[src/rtl/lpg_pkg.sv]
package lpg_pkg;
    localparam int LABEL_W = 20;
    localparam int CAUSE_W = 6;
    localparam int TVAL_W  = 4;
    localparam int RIDX_W  = 5;
    localparam logic [CAUSE_W-1:0] SWCHK_CAUSE = CAUSE_W'(18);
    localparam logic [TVAL_W-1:0]  LPAD_CODE   = TVAL_W'(2);

    localparam logic [6:0] OPC_JALR  = 7'b1100111;
    localparam logic [6:0] OPC_AUIPC = 7'b0010111;
    localparam logic [3:0] C_F4_JR   = 4'b1000;
    localparam logic [3:0] C_F4_JALR = 4'b1001;

    typedef enum logic {
        LPG_IDLE  = 1'b0,
        LPG_ARMED = 1'b1
    } lpg_state_e;
endpackage

[src/rtl/lpg_decode.sv]
module lpg_decode
    import lpg_pkg::*;
(
    input  logic [31:0]        insn,
    output logic               arm_cand,
    output logic               is_pad,
    output logic [LABEL_W-1:0] pad_label
);
    logic               wide;
    logic               jalr32;
    logic               cjump;
    logic [RIDX_W-1:0]  base;
    logic               guarded;

    always_comb begin
        wide   = (insn[1:0] == 2'b11);
        jalr32 = wide && (insn[6:0] == OPC_JALR) && (insn[14:12] == 3'b000);
        cjump  = !wide && (insn[1:0] == 2'b10)
                 && ((insn[15:12] == C_F4_JR) || (insn[15:12] == C_F4_JALR))
                 && (insn[11:7] != '0) && (insn[6:2] == '0);
        base   = wide ? insn[19:15] : insn[11:7];
        guarded = (base == RIDX_W'(1)) || (base == RIDX_W'(5)) || (base == RIDX_W'(7));
        arm_cand  = (jalr32 || cjump) && !guarded;
        is_pad    = wide && (insn[6:0] == OPC_AUIPC) && (insn[11:7] == '0);
        pad_label = insn[31:12];
    end
endmodule

[src/rtl/lpg_check.sv]
module lpg_check
    import lpg_pkg::*;
(
    input  logic               is_pad,
    input  logic [LABEL_W-1:0] pad_label,
    input  logic [LABEL_W-1:0] x7_hi,
    input  logic [1:0]         pc_lo,
    output logic               pad_ok
);
    logic aligned;
    logic label_ok;

    always_comb begin
        aligned  = (pc_lo == 2'b00);
        label_ok = (pad_label == '0) || (pad_label == x7_hi);
        pad_ok   = is_pad && aligned && label_ok;
    end
endmodule

[src/rtl/lpad_guard.sv]
module lpad_guard
    import lpg_pkg::*;
(
    input  logic               clk,
    input  logic               rst_n,
    input  logic               rt_valid,
    input  logic [31:0]        rt_insn,
    input  logic [1:0]         rt_pc_lo,
    input  logic [LABEL_W-1:0] x7_hi,
    input  logic               lp_enable,
    output logic               lp_expect,
    output logic               sw_fault,
    output logic [CAUSE_W-1:0] sw_cause,
    output logic [TVAL_W-1:0]  sw_tval
);
    lpg_state_e         state_q, state_d;
    logic               fault_q, fault_d;
    logic               arm_cand;
    logic               is_pad;
    logic [LABEL_W-1:0] pad_label;
    logic               pad_ok;
    logic               act;

    lpg_decode u_dec (
        .insn      (rt_insn),
        .arm_cand  (arm_cand),
        .is_pad    (is_pad),
        .pad_label (pad_label)
    );

    lpg_check u_chk (
        .is_pad    (is_pad),
        .pad_label (pad_label),
        .x7_hi     (x7_hi),
        .pc_lo     (rt_pc_lo),
        .pad_ok    (pad_ok)
    );

    // State register
    always_ff @(posedge clk or negedge rst_n) begin
        if (!rst_n) begin
            state_q <= LPG_IDLE;
            fault_q <= 1'b0;
        end else begin
            state_q <= state_d;
            fault_q <= fault_d;
        end
    end

    // Transitions: ARM_XFER, PAD_OK, PAD_FAIL
    always_comb begin
        act     = rt_valid && lp_enable;
        state_d = state_q;
        fault_d = 1'b0;
        unique case (state_q)
            LPG_IDLE: begin
                if (act && arm_cand) state_d = LPG_ARMED;
            end
            LPG_ARMED: begin
                if (act) begin
                    if (pad_ok) state_d = LPG_IDLE;
                    else        fault_d = 1'b1;
                end
            end
            default: state_d = LPG_IDLE;
        endcase
    end

    // Outputs
    always_comb begin
        lp_expect = (state_q == LPG_ARMED);
        sw_fault  = fault_q;
        sw_cause  = fault_q ? SWCHK_CAUSE : '0;
        sw_tval   = fault_q ? LPAD_CODE   : '0;
    end
endmodule

[config.mk]
export PLATFORM = sky130hd
export DESIGN_NAME = lpad_guard
export DESIGN_NICKNAME = d
export VERILOG_FILES = /design/src/rtl/lpg_pkg.sv /design/src/rtl/lpg_decode.sv /design/src/rtl/lpg_check.sv /design/src/rtl/lpad_guard.sv
export SDC_FILE = /design/constraint.sdc
export NUM_CORES = 1
export LEC_CHECK = 0
export CAP_MARGIN = 15
export CORE_UTILIZATION = 23
export DETAILED_ROUTE_END_ITERATION = 8
export PLACE_DENSITY = 0.76
export SETUP_SLACK_MARGIN = 0.15
export SKIP_CTS_REPAIR_TIMING = 1
export SLEW_MARGIN = 20
export SYNTH_ARGS = -nofsm -noshare
export SYNTH_HDL_FRONTEND = slang
export SYNTH_SLANG_ARGS = --single-unit
[constraint.sdc]
create_clock -name clk -period 1.2 [get_ports clk]
set_clock_uncertainty 0.15 [all_clocks]
set_input_delay 0.24 -clock clk [delete_from_list [all_inputs] [get_ports clk]]
set_output_delay 0.24 -clock clk [all_outputs]
set_load 0.01 [all_outputs]
==> out/results.ini, run 1 <==
[critical_path]
crit_path_end = sw_fault$_DFF_PN0_
r2r_start = lp_expect$_DFF_PN0_
rrSetupSlack_ns = 0.02
crit_family = simple AND/OR/NAND/NOR gates
crit_chain = dlymetal6s2s_1 -> nor4b_2 -> nand4_1 -> nor4_1 -> a21oi_1 -> buf_4 -> and3_4
crit_cells = 7
startpoint = rt_insn[6]
critPathBufInv = 2
crit_type = primary input to register
r2r-end = sw_fault$_DFF_PN0_
cp_max_fo = 2
endpoint_kind = register
required_ns = 1.16
slowest_delay_ns = 0.26
slowest_stage = nor4b_2
worstPathArrival_ns = 1.42
rr_worst_depth = 5
cp-start-kind = primary input

[power_and_ir_drop]
irDropWorstVdd_mv = 0.2431
power_frac_comb_pct = 63.4
p_int_uw = 423.0
sw_frac_of_total_pct = 30.46
powerDensity_mw_per_mm2 = 412.3
leakagePower_uw = 0.0009119
seqPwrFrac_pct = 11.7
p_sw_uw = 185.2
clock_power_share_pct = 24.9
fin_total_pwr_uw = 608.2

[synth]
synth_xor_area_share_pct = 30.91
synth_top_family_by_area = simple AND/OR/NAND/NOR gates
synthesis.area_um2 = 566.8
synth-compound-area-share_pct = 9.272
seq_area_frac_synth_pct = 8.830
synthMuxAreaShare_pct = 0
synthCells = 72
avgSynthCellArea_um2 = 7.872
yosys.area_share.simple_pct = 36.42
yosysUniqueCellTypes = 23
ys_seq_elements = 2
synthAdderAreaFrac_pct = 0
ys_warn_count = 0

[status]
violations = negative setup slack
status = finished, violations left

[placement]
place_area_mm2 = 0.001275
dpl.cell_count = 172
place.gp.congestion = 0.8095
hpwlAfterDp_um = 1864
port_buffers = 62

[timing]
setup_ws_ns = -0.2628
period_share_pct = 121.9
period_needed_ns = 1.463
worst_hold_slack_ns = 0.02359
fmax_mhz = 683.6
setup-tns-final_ns = -0.5161
slew_viol_final = 0
setup_viol_count_final = 2
hold_viol_final = 0
grt_setup_unrepaired = yes

[layout]
diodes = 0
final_area_mm2 = 0.001475
final_cells = 178
nets = 210
area_growth_pct = 160.3
layout-drive-gt1-share_pct = 34.00

[route]
drt_wl_total_um = 2416
drtIter0Drc = 3
ant_nets = 0
firstDrtPassIters = 4
viasPerCell = 4.719
drc = 0
via_count = 840
wl_per_cell_um = 13.57

[flow_run]
max_cap_violations = 0

[grt]
grt_pass1_wl_um = 2953
antenna_found_initial = 0
busiest_layer = met2
grt_util_met3_pct = 1.754
grt_use_met1_pct = 15.01
grt_pass1_vias = 778
grtUsageTotal_pct = 14.50
grt_overflow_total = 0
met2_usage_pct = 29.65
grt_max_degree = 5

[clocking]
cts_inserted_buffers = 3
clk_pin_slew_ns = 0.03
cts_tree = yes
htreeDepth = 1
clkLatencyLatePin_ns = 0.23
ctsRootBufferMaster = clkbuf_4
clockBufferDepth = 2
clock_sinks = 2

[die]
start_util_pct = 24.90
rows = 17
coreArea_mm2 = 0.002276
fp.dieArea_mm2 = 0.002667
dieHeight_um = 51.64
die_w_um = 51.64
top_level_ports = 70

[min_path]
hold_path_class = primary input to async pin

[how the worst min path moves through the flow]
stage                               end  startpoint  slack, ns  depth (start not counted)
floorplan           lp_expect$_DFF_PN0_       rst_n      -0.21                          0
global placement     sw_fault$_DFF_PN0_       rst_n       0.26                          1
detailed placement   sw_fault$_DFF_PN0_       rst_n       0.26                          1
CTS                 lp_expect$_DFF_PN0_       rst_n       0.03                          1
global route        lp_expect$_DFF_PN0_       rst_n       0.03                          1
finish              lp_expect$_DFF_PN0_       rst_n       0.02                          1
[power groups by stage]
stage               combinational, uW  sequential [uW]  clock [uW]
floorplan                         122             72.8           0
global placement                  374             71.8           0
detailed placement                379             72.1           0
CTS                               381             71.3         152
global route                      414             71.9         157
finish                            386             71.4         151
[cell type report]
type / count / area [um2]
Multi-Input combinational cell: 65 / 541.8
Inverter: 1 / 3.754
Fill cell: 188 / 800.8
Clock buffer: 3 / 22.52
Timing Repair Buffer: 79 / 822.0
Sequential cell: 2 / 50.05
Tap cell: 28 / 35.03
[layout by cell type, fill, tap and decap left out, drive strengths merged]
master and instances:
buf 27, and4b 1, nor2b 1, conb 7, dfrtp 2, nor2 4
nand2 4, and2 1, clkdlybuf4s50 4, o41ai 1, xnor2 20, nor4 5
o31ai 1, nor4b 2, o21ai 1, nor3 4, and3 1, a21oi 1
o2111ai 1, nand4 9, inv 1, dlymetal6s2s 42, a221o 1, clkbuf 9
[flip-flops by register name (all words and copies together) (netlist names)]
signal     flops
lp_expect      1
sw_fault       1
[cell families after synthesis]
group / after synthesis
other: 1
AO/OA/AOI/OAI: 6
AND/OR/NAND/NOR: 32
buffers and inverters: 11
flip-flops: 2
XOR/XNOR: 20
[synthesized netlist by cell type]
cell	instances	area [um2]
o21ai_0	1	5.000
and3_2	1	7.510
nor2b_1	1	6.260
and2_1	1	6.260
conb_1	1	3.750
nor4_2	1	12.51
o31ai_1	1	7.510
nor3_1	4	20.02
and4b_1	1	10.01
o2111ai_1	1	8.760
nor4b_1	2	17.52
o41ai_2	1	16.27
nand2_1	4	15.01
a21oi_1	1	5.000
nor2_1	4	15.01
nor4_4	1	21.27
dfrtp_1	2	50.05
nor4_1	3	18.77
inv_1	1	3.750
a221o_1	1	10.01
buf_4	10	75.07
nand4_1	9	56.30
xnor2_1	20	175.2
[stage by stage]
| step | worst slack (ns) | utilization [%] |
|---|---|---|
| 6_report | -0.2628 | 64.82 |
| 5_1_grt | -0.3505 | 64.82 |
| 4_1_cts | -0.6777 | 57.01 |
| 3_5_place_dp | -0.9107 | 56.02 |
| 3_3_place_gp | -0.8753 | 56.02 |
| 2_1_floorplan | -0.2960 | - |
[per-layer routing]
layer  vias up  wire, um
met5         -         0
met3         2       192
met4         0         6
met2        41      1381
met1       391       835
li1        406         -
(Power assumes the default switching activity.)
==> run 2: changes to the inputs <==
Settings changed: SLEW_MARGIN 20 to unset.
==> results of run 2 <==
No change in the layout: final DEF, timing and power equal those of run 1.
